===== config.mk =====
export PLATFORM = sky130hd
export DESIGN_NAME = adc_regbus_seq
export DESIGN_NICKNAME = d
export VERILOG_FILES = /design/src/rtl/adc_regbus_pkg.sv /design/src/rtl/adc_regbus_plan.sv /design/src/rtl/adc_regbus_strobe.sv /design/src/rtl/adc_regbus_seq.sv
export SDC_FILE = /design/constraint.sdc
export NUM_CORES = 1
export LEC_CHECK = 0
export BUFFER_PORTS_ARGS = -buffer_cell sky130_fd_sc_hd__buf_2
export CAP_MARGIN = 30
export CORE_AREA = 10 10 125 127
export DETAILED_ROUTE_END_ITERATION = 8
export DIE_AREA = 0 0 135 137
export HOLD_SLACK_MARGIN = 0.03
export PLACE_DENSITY = 0.56
export SLEW_MARGIN = 20
export SYNTH_ARGS = -nofsm -noshare
export SYNTH_HDL_FRONTEND = slang
export SYNTH_SLANG_ARGS = --single-unit

===== constraint.sdc =====
create_clock -name clk_i -period 2.3 [get_ports clk_i]
set_input_delay 0 -clock clk_i [delete_from_list [all_inputs] [get_ports clk_i]]
set_output_delay 0 -clock clk_i [all_outputs]
set_load 0.05 [all_outputs]

===== src/rtl/adc_regbus_pkg.sv =====
package adc_regbus_pkg;

    localparam int FRAME_W = 16;

    localparam logic [FRAME_W-1:0] FRAME_ENTER_REG = 16'hAF00;
    localparam logic [FRAME_W-1:0] FRAME_SAMPLE    = 16'h0000;

    typedef enum logic [7:0] {
        CMD_NONE   = 8'h00,
        CMD_RAW_WR = 8'h01,
        CMD_RAW_RD = 8'h03,
        CMD_DEV_WR = 8'h05,
        CMD_DEV_RD = 8'h07
    } cmd_e;

    typedef enum logic [1:0] {
        ST_IDLE,
        ST_STROBE,
        ST_GAP
    } state_e;

endpackage


===== src/rtl/adc_regbus_plan.sv =====
module adc_regbus_plan
    import adc_regbus_pkg::*;
(
    input  logic [7:0]         cmd_i,
    input  logic [FRAME_W-1:0] word_i,
    input  logic [1:0]         step_i,
    output logic [FRAME_W-1:0] frame_o,
    output logic               read_o,
    output logic               last_o,
    output logic               known_o
);

    always_comb begin
        frame_o = FRAME_SAMPLE;
        read_o  = 1'b0;
        last_o  = 1'b1;
        known_o = 1'b1;
        case (cmd_i)
            CMD_RAW_WR: frame_o = word_i;
            CMD_RAW_RD: read_o  = 1'b1;
            CMD_DEV_WR: begin
                case (step_i)
                    2'd0: begin
                        frame_o = FRAME_ENTER_REG;
                        last_o  = 1'b0;
                    end
                    2'd1: begin
                        frame_o = {1'b0, word_i[FRAME_W-2:0]};
                        last_o  = 1'b0;
                    end
                    default: frame_o = FRAME_SAMPLE;
                endcase
            end
            CMD_DEV_RD: begin
                case (step_i)
                    2'd0: begin
                        frame_o = {1'b1, word_i[FRAME_W-2:8], 8'h00};
                        last_o  = 1'b0;
                    end
                    2'd1: begin
                        read_o  = 1'b1;
                        last_o  = 1'b0;
                    end
                    default: frame_o = FRAME_SAMPLE;
                endcase
            end
            default: known_o = 1'b0;
        endcase
    end

endmodule


===== src/rtl/adc_regbus_strobe.sv =====
module adc_regbus_strobe #(
    parameter int CNT_W = 4
) (
    input  logic             clk_i,
    input  logic             rst_ni,
    input  logic             launch_i,
    input  logic [CNT_W-1:0] len_i,
    output logic             active_o,
    output logic             last_o
);

    typedef struct packed {
        logic             active;
        logic [CNT_W-1:0] cnt;
    } stb_t;

    stb_t s_d, s_q;

    always_comb begin
        s_d = s_q;
        if (launch_i) begin
            s_d.active = 1'b1;
            s_d.cnt    = len_i - CNT_W'(1);
        end else if (s_q.active) begin
            if (s_q.cnt == '0) begin
                s_d.active = 1'b0;
            end else begin
                s_d.cnt = s_q.cnt - CNT_W'(1);
            end
        end
    end

    always_ff @(posedge clk_i or negedge rst_ni) begin
        if (!rst_ni) begin
            s_q <= '0;
        end else begin
            s_q <= s_d;
        end
    end

    assign active_o = s_q.active;
    assign last_o   = s_q.active && (s_q.cnt == '0);

    // a strobe with cycles left stays high
    a_r2_strobe_hold: assert property (@(posedge clk_i) disable iff (!rst_ni)
        (s_q.active && s_q.cnt != '0) |=> active_o);

    // a new strobe is never launched over a running one
    a_r4_no_overlap: assert property (@(posedge clk_i) disable iff (!rst_ni)
        launch_i |-> !s_q.active);

    // a launch shows up as an active strobe on the next cycle
    a_r2_launch_seen: assert property (@(posedge clk_i) disable iff (!rst_ni)
        launch_i |=> active_o);

endmodule


===== src/rtl/adc_regbus_seq.sv =====
module adc_regbus_seq
    import adc_regbus_pkg::*;
#(
    parameter int SET_W = 4
) (
    input  logic             clk_i,
    input  logic             rst_ni,
    input  logic             ctrl_we_i,
    input  logic [7:0]       ctrl_wdata_i,
    input  logic             wdata_we_i,
    input  logic [15:0]      wdata_i,
    input  logic [SET_W-1:0] settle_i,
    output logic             busy_o,
    output logic [15:0]      rd_word_o,
    output logic [15:0]      bus_dq_o,
    output logic             bus_drive_o,
    output logic             bus_wr_o,
    output logic             bus_rd_o,
    input  logic [15:0]      bus_dq_i
);

    localparam logic [SET_W-1:0] MIN_LEN = SET_W'(1);

    typedef struct packed {
        state_e             state;
        logic [7:0]         ctrl;
        logic [7:0]         cmd;
        logic [FRAME_W-1:0] wdata;
        logic [FRAME_W-1:0] word;
        logic [SET_W-1:0]   settle;
        logic [1:0]         step;
        logic [FRAME_W-1:0] frame;
        logic               rd_step;
        logic               last_step;
        logic [FRAME_W-1:0] rdback;
    } regs_t;

    regs_t r_d, r_q;

    logic               busy;
    logic               host_ok;
    logic               go;
    logic [SET_W-1:0]   settle_eff;
    logic [7:0]         p_cmd;
    logic [FRAME_W-1:0] p_word;
    logic [1:0]         p_step;
    logic [FRAME_W-1:0] p_frame;
    logic               p_read;
    logic               p_last;
    logic               p_known;
    logic               launch;
    logic [SET_W-1:0]   launch_len;
    logic               stb_active;
    logic               stb_last;
    logic               capture;

    adc_regbus_plan u_plan (
        .cmd_i   (p_cmd),
        .word_i  (p_word),
        .step_i  (p_step),
        .frame_o (p_frame),
        .read_o  (p_read),
        .last_o  (p_last),
        .known_o (p_known)
    );

    adc_regbus_strobe #(
        .CNT_W (SET_W)
    ) u_strobe (
        .clk_i    (clk_i),
        .rst_ni   (rst_ni),
        .launch_i (launch),
        .len_i    (launch_len),
        .active_o (stb_active),
        .last_o   (stb_last)
    );

    always_comb begin
        busy       = (r_q.state != ST_IDLE);
        host_ok    = ctrl_we_i && !busy;
        settle_eff = (settle_i == '0) ? MIN_LEN : settle_i;

        // the plan looks at the incoming code when idle, else the next step
        if (r_q.state == ST_IDLE) begin
            p_cmd  = ctrl_wdata_i;
            p_word = r_q.wdata;
            p_step = 2'd0;
        end else begin
            p_cmd  = r_q.cmd;
            p_word = r_q.word;
            p_step = r_q.step + 2'd1;
        end

        go = host_ok && (r_q.ctrl == 8'h00) && (ctrl_wdata_i != 8'h00) && p_known;
        capture = (r_q.state == ST_STROBE) && stb_last && r_q.rd_step;

        r_d        = r_q;
        launch     = 1'b0;
        launch_len = r_q.settle;

        if (wdata_we_i) begin
            r_d.wdata = wdata_i;
        end
        if (host_ok) begin
            r_d.ctrl = ctrl_wdata_i;
        end

        case (r_q.state)
            ST_IDLE: begin
                if (go) begin
                    r_d.cmd       = ctrl_wdata_i;
                    r_d.word      = r_q.wdata;
                    r_d.settle    = settle_eff;
                    r_d.step      = 2'd0;
                    r_d.frame     = p_frame;
                    r_d.rd_step   = p_read;
                    r_d.last_step = p_last;
                    r_d.state     = ST_STROBE;
                    launch        = 1'b1;
                    launch_len    = settle_eff;
                end
            end
            ST_STROBE: begin
                if (stb_last) begin
                    if (r_q.rd_step) begin
                        r_d.rdback = (r_q.cmd == CMD_RAW_RD) ? bus_dq_i
                                                             : {8'h00, bus_dq_i[7:0]};
                    end
                    r_d.state = r_q.last_step ? ST_IDLE : ST_GAP;
                end
            end
            ST_GAP: begin
                r_d.step      = p_step;
                r_d.frame     = p_frame;
                r_d.rd_step   = p_read;
                r_d.last_step = p_last;
                r_d.state     = ST_STROBE;
                launch        = 1'b1;
            end
            default: r_d.state = ST_IDLE;
        endcase
    end

    always_ff @(posedge clk_i or negedge rst_ni) begin
        if (!rst_ni) begin
            r_q       <= '0;
            r_q.state <= ST_IDLE;
        end else begin
            r_q <= r_d;
        end
    end

    assign busy_o      = busy;
    assign rd_word_o   = r_q.rdback;
    assign bus_dq_o    = r_q.frame;
    assign bus_wr_o    = stb_active && !r_q.rd_step;
    assign bus_rd_o    = stb_active && r_q.rd_step;
    assign bus_drive_o = bus_wr_o;

    // only one strobe at a time
    a_r10_one_strobe: assert property (@(posedge clk_i) disable iff (!rst_ni)
        !(bus_wr_o && bus_rd_o));

    // any strobe lies inside a busy window
    a_r4_strobe_in_busy: assert property (@(posedge clk_i) disable iff (!rst_ni)
        (bus_wr_o || bus_rd_o) |-> busy_o);

    // busy ends on the edge that drops the final strobe
    a_r4_busy_end: assert property (@(posedge clk_i) disable iff (!rst_ni)
        $fell(busy_o) |-> ($fell(bus_wr_o) || $fell(bus_rd_o)));

    // control writes during busy leave the control register alone
    a_r6_busy_ignore: assert property (@(posedge clk_i) disable iff (!rst_ni)
        (busy_o && ctrl_we_i) |=> $stable(r_q.ctrl));

    // with a nonzero control value an idle write cannot start anything
    a_r5_no_rearm: assert property (@(posedge clk_i) disable iff (!rst_ni)
        (!busy_o && ctrl_we_i && r_q.ctrl != 8'h00) |=> !busy_o);

    // read-back changes only when a read strobe completes
    a_r9_hold: assert property (@(posedge clk_i) disable iff (!rst_ni)
        !capture |=> $stable(rd_word_o));

endmodule


# Word level (Yosys, flattened, before mapping)
# Cells that the tools add are included.
[totals] output_inout_bits=36 ff_bits=95
[op_classes] addsub=3 eq_ne=11 mux=27 reduce_logical=26
[op_table] cell="2-to-1 mux 16 bit" n=3
[op_table] cell="one-hot mux 16 bit (3 select lines)" n=1
[op_table] cell="one-hot mux 20 bit (2 select lines)" n=1
[op_table] cell="one-hot mux 16 bit (2 select lines)" n=1
[op_table] cell="2-to-1 mux 20 bit" n=1
[op_table] cell="== test 8 x 2 -> 1 bit (second input constant)" n=2
[op_table] cell="== test 8 x 3 -> 1 bit (second input constant)" n=2
[op_table] cell="2-to-1 mux 4 bit" n=4
[op_table] cell="2-to-1 mux 5 bit" n=2
[op_table] cell="== test 8 x 1 -> 1 bit (second input constant)" n=1
[op_table] cell="logical NOT 4 bit" n=2
[op_table] cell="logical NOT 8 bit" n=1
[op_table] cell="2-to-1 mux 2 bit" n=4
[op_table] cell="2-to-1 mux 8 bit" n=1
[op_table] cell="AND reduction 2 bit" n=4
[op_table] cell="nonzero test 8 bit" n=1
[op_table] cell="subtractor 4 x 1 -> 4 bit (second input constant)" n=2
[op_table] cell="logical AND 1 bit" n=7
[op_table] cell="2-to-1 mux 1 bit" n=6
[op_table] cell="!= test 2 bit (second input constant)" n=3
[op_table] cell="one-hot mux 2 bit (3 select lines)" n=1
[op_table] cell="nonzero test 2 bit" n=3
[op_table] cell="== test 2 x 1 -> 1 bit (second input constant)" n=2
[op_table] cell="logical NOT 2 bit" n=2
[op_table] cell="7 further kinds" n=10

# Logic depth before layout (Yosys ltp)
[depth] ltp_word=10 mapped_depth=11

# Modules after synthesis
# A second synthesis with hierarchy kept.
[unflattened] hier_cells=364 area_unflattened_um2=4757.1
[modules_own_cells] module="adc_regbus_seq" cells_each=283 instances=1 area_each_um2=4137.7
[modules_own_cells] module="adc_regbus_strobe" cells_each=39 instances=1 area_each_um2=347.8
[modules_own_cells] module="adc_regbus_plan" cells_each=42 instances=1 area_each_um2=271.5

# Worst setup path after synthesis
# Ideal clock, no wire load.
[synth_timing] path_type="flip-flop to flip-flop" start="register r_q[83] (netlist bit)" end="register u_strobe.s_q[2] (netlist bit)" n_path_buf=1 stages_incl_launch_ff=10 path_slack_ns=0.162 required_time_ns=2.196 arrival_time_ns=2.034 synth_period_minus_slack_ns=2.138 setup_ns=0.104 path_cell_list="dfrtp_1 > nor4_4 > nand4_1 > nor2_1 > buf_2 > mux2_2 > inv_1 > ha_1 > nor2_1 > a221oi_1"
[synth_between] elab_chain_cells=8 elab_cells_between_ends=13 cone_classes="add/sub (1); eq/ne (1); mux (5); reduce/logical (6)"
[synth_lines] item="start, declared" line_no="adc_regbus_seq.sv:38" rtl="regs_t r_d, r_q;"
[synth_lines] item="start signal, assigned" line_no="adc_regbus_seq.sv:149" rtl="r_q <= r_d;"
[synth_lines] item="logical NOT 8 bit (*)" line_no="adc_regbus_seq.sv:94" rtl="go = host_ok && (r_q.ctrl == 8'h00) && (ctrl_wdata_i != 8'h00) && p_known;"
[synth_lines] item="logical AND 1 bit (*) (3 in a row)" line_no="adc_regbus_seq.sv:94"
[synth_lines] item="2-to-1 mux 4 bit or 2-to-1 mux 1 bit (tied branches)" line_no="adc_regbus_seq.sv:110" rtl="if (go) begin"
[synth_lines] item="2-to-1 mux 4 bit or one-hot mux 1 bit (2 select lines) (tied branches)" line_no="adc_regbus_seq.sv:108" rtl="case (r_q.state)"
[synth_lines] item="subtractor 4 x 1 -> 4 bit (tied with other cells)" line_no="adc_regbus_strobe.sv:23" rtl="s_d.cnt = len_i - CNT_W'(1);"
[synth_lines] item="2-to-1 mux 5 bit or AND reduction 2 bit (tied branches)"
[synth_lines] item="end signal, assigned" line_no="adc_regbus_strobe.sv:35" rtl="s_q <= '0;"
[synth_lines] item="end signal, assigned" line_no="adc_regbus_strobe.sv:37" rtl="s_q <= s_d;"
[synth_lines] item="end, declared" line_no="adc_regbus_strobe.sv:17" rtl="stb_t s_d, s_q;"
# Every way passes the cells marked *; elsewhere a longest branch is shown, timed or not.
# A chain may end at the register's enable or synchronous reset.

# Final worst setup path
[layout_timing] start="register r_q[89] (netlist bit)" end="register r_q (netlist bit bus_dq_o[11])"
[layout_between] elab_chain_cells=8 elab_cells_between_ends=27 cone_classes="eq/ne (7); mux (9); reduce/logical (11)"
[layout_lines] item="logical NOT 2 bit or nonzero test 2 bit (tied branches)" line_no="adc_regbus_seq.sv:84, adc_regbus_seq.sv:108, adc_regbus_seq.sv:79"
[layout_lines] item="2-to-1 mux 8 bit or logical NOT 1 bit (tied branches)" line_no="adc_regbus_seq.sv:84, adc_regbus_seq.sv:80"
[layout_lines] item="== test 8 x 1 -> 1 bit (tied with other cells)" line_no="adc_regbus_plan.sv:18" rtl="case (cmd_i)"
[layout_lines] item="OR reduction 4 bit (no line) or logical AND 1 bit (tied branches)"
[layout_lines] item="2-to-1 mux 1 bit or logical AND 1 bit (tied branches)" line_no="adc_regbus_plan.sv:18, adc_regbus_seq.sv:94"
[layout_lines] item="logical AND 1 bit" line_no="adc_regbus_seq.sv:94"
[layout_lines] item="!= test 2 bit (no line)"
[layout_lines] item="AND reduction 2 bit (no line)"
# Several ways; a longest one is shown, not always the timed one. The select of a mux whose other input is x is not followed.

==> reports/qor.yml <==
layout_common_cells: "dfrtp_1, buf_2, nand2_1"
drc_errors: 0
ant_nets: 0
ys_seq_elements: 95
rsz0062_at_grt: "yes"
routed_wl_mm: 10.5
area_growth_pct: 27.0
diodes: 0
place.gp.congestion: 0.811
path_class: "flop to flop"
whs_ps: 170
pre_cts_ws_ps: 56.8
combPwrFrac_pct: 9.2
setup_viol: 0
peakVddDrop_uv: 350
nets: 544
timing.fmax_mhz: 467
cts_setup_buffers: 0
start_util_pct: 34.4
ys.flop_type: "dfrtp_1"
async_flop_share_pct: 100
io_pins: 84
critPathBufInv: 2
power.density_nw_per_um2: 617
wl_per_cell_um: 15.5
die_w_um: 135
grt_pass1_wl_mm: 17.3
dp_hpwl_mm: 7.57
clk_path_buf_depth: 2
arrival_ps: 2340
htree_levels: 3
grt_pass1_vias: 3449
rows: 42
clkPwrFrac_pct: 40.7
grt_overflow: 0
clock_skew_ps: 9.08
slowest_delay_ps: 470
cts_sinks: 95
synth_fp_nets: 438
antenna_found_initial: 0
p_sw_share_pct: 23.8
final_common_cell: "dfrtp_1"
cts_tree: "yes"
internal_power_mw: 2.69
root_buffer: "clkbuf_16"
grt_max_degree: 50
report.final.slew_viol_count: 0
cp.required_ps: 2500
cp_top_family: "compound AO/OA/AOI/OAI gates"
worstHoldPathType: "input pin to flop"
power_switching_uw: 841
io_buffers: 83
sequentialPowerShare_pct: 50.1
die_y_um: 137
drt_iter0_drc: 142
worst_pin_slew_ps: 663
synth_seq_area_share_pct: 52.8
grtUsageTotal_pct: 11.6
slew-limit-headroom_pct: 55.8
hold_viol_final: 0
worstSetupStartpointType: "flop"
avgSynthCellArea_um2: 11.6
num_vias: 3198
cp_slowest_cell: "dfrtp_1"
dr.pass1.iters: 4
cp-end-kind: "flop"
clk_latency_ps: 350
synth_warnings: 0
drive_above_1_share_pct: 36.1
period_minus_slack_ps: 2140
synth.cell_area_um2: 4500
avgViaCountPerCell: 4.74
crit_chain: "nor2_4 > inv_2 > a31oi_1 > inv_1 > a31oi_2 > o311ai_0"
syn_inst: 388
coreArea_um2: 13100
worst_slack_ps: 159
cts.clk_slew.worst_paths_ps: 70
max_cap_viol_count: 0
synth_edf_count: 0
status: "completed"
path_max_fanout: 9
die-area_um2: 18500
ys_types: 47
cts_buffers: 9
finalCritPeriodShare_pct: 93.1
p_leak_nw: 2.70
what timing repair did:
action | in CTS | in global routing
hold buffers | 45 | 0
resized for setup | 0 | 4
endpoints found under the hold margin | 93 | 0
setup endpoints to repair | 0 | 5
sequential cells by signal, indices dropped and copies added (netlist names):
name               count
r_q                   58
bus_dq_o              16
rd_word_o             16
u_strobe.s_q           4
u_strobe.active_o      1
worst register-to-register path, delay by kind of cell (launching register included):
family / cells / cell delay [ps]
flops: 1 / 470
buf+inv: 2 / 250
compound gates: 3 / 1000
simple gates: 1 / 280
cell usage after synthesis (2+ instances only):
cell type	number	area (um2)
nor4b_1	2	17.5
dfrtp_1	95	2380
ha_1	2	25.0
nand2_1	56	210
nor3b_1	2	15.0
and2_1	6	37.5
clkbuf_1	7	26.3
buf_2	6	30.0
mux2_2	43	484
xnor2_1	4	35.0
a211oi_1	7	52.6
a31oi_1	6	37.5
o311ai_0	2	17.5
nor2b_1	7	43.8
inv_1	9	33.8
nand3_1	2	10.0
a22o_1	8	70.1
buf_4	34	255
nand4_1	4	25.0
a21oi_1	7	35.0
nand2b_1	2	12.5
nor4b_4	2	47.6
nor3_1	3	15.0
nor2_1	10	37.5
mux2i_1	15	150
o21ai_2	8	70.1
o31ai_1	4	30.0
nor4_1	3	18.8
nor4_4	2	42.5
o21ai_0	13	65.1
per-stage QoR:
stage,TNS [ps],util [%],area (um2),power (mW),std cells
floorplan,0,-,4500,1.94,388
global placement,0,37.9,4960,2.06,614
detailed placement,0,37.9,4960,2.07,614
CTS,0,43.5,5700,3.58,675
global route,-45.1,43.7,5720,3.69,675
finish,0,43.7,5720,3.53,675
layer usage:
metal	vias to the layer above	global-route usage [%]	wire length [um]
met4	0	4.49	176
met2	83	19.4	5080
met5	-	0	0
li1	1552	-	-
met3	10	3.52	547
met1	1553	13.8	4670
final timing paths:
kind | start | endpoint | slack (ps) | cells past startpoint
worst max-delay path | r_q[89]$_DFFE_PN0P_ | bus_dq_o[11]$_DFFE_PN0P_ | 160 | 6
worst min-delay path | ctrl_we_i | r_q[86]$_DFFE_PN0P_ | 170 | 5
worst max register to register | r_q[89]$_DFFE_PN0P_ | bus_dq_o[11]$_DFFE_PN0P_ | 160 | 6
worst min register to register | r_q[16]$_DFFE_PN0P_ | r_q[89]$_DFFE_PN0P_ | 450 | 1
max in group asynchronous | rst_ni | rd_word_o[3]$_DFFE_PN0P_ | 1410 | 3
min in group asynchronous | rst_ni | r_q[83]$_DFFE_PN0P_ | 220 | 2
kinds of logic after synthesis:
kind of cell	after synthesis	synth area share, %
simple gates	107	13.0
flops	95	52.8
compound gates	64	10.7
buf+inv	58	8.01
mux	58	14.1
xor+xnor	4	0.778
fa+ha+maj	2	0.556
final cells by class:
type	instances	area, um2
flip-flops and latches	95	2380
repair buffers	143	1010
fillers	1219	7370
inverters	10	37.5
well taps	176	220
multi-input cells	235	1780
clock inverters	5	38.8
clock buffers	11	253
power by group through the flow:
stage	combinational, mW	sequential, mW	clock (mW)
2_1_floorplan	0.154	1.79	0
3_3_place_gp	0.262	1.80	0
3_5_place_dp	0.267	1.80	0
4_1_cts	0.326	1.77	1.49
5_1_grt	0.360	1.77	1.56
6_report	0.324	1.77	1.44
(Power assumes the default switching activity.)
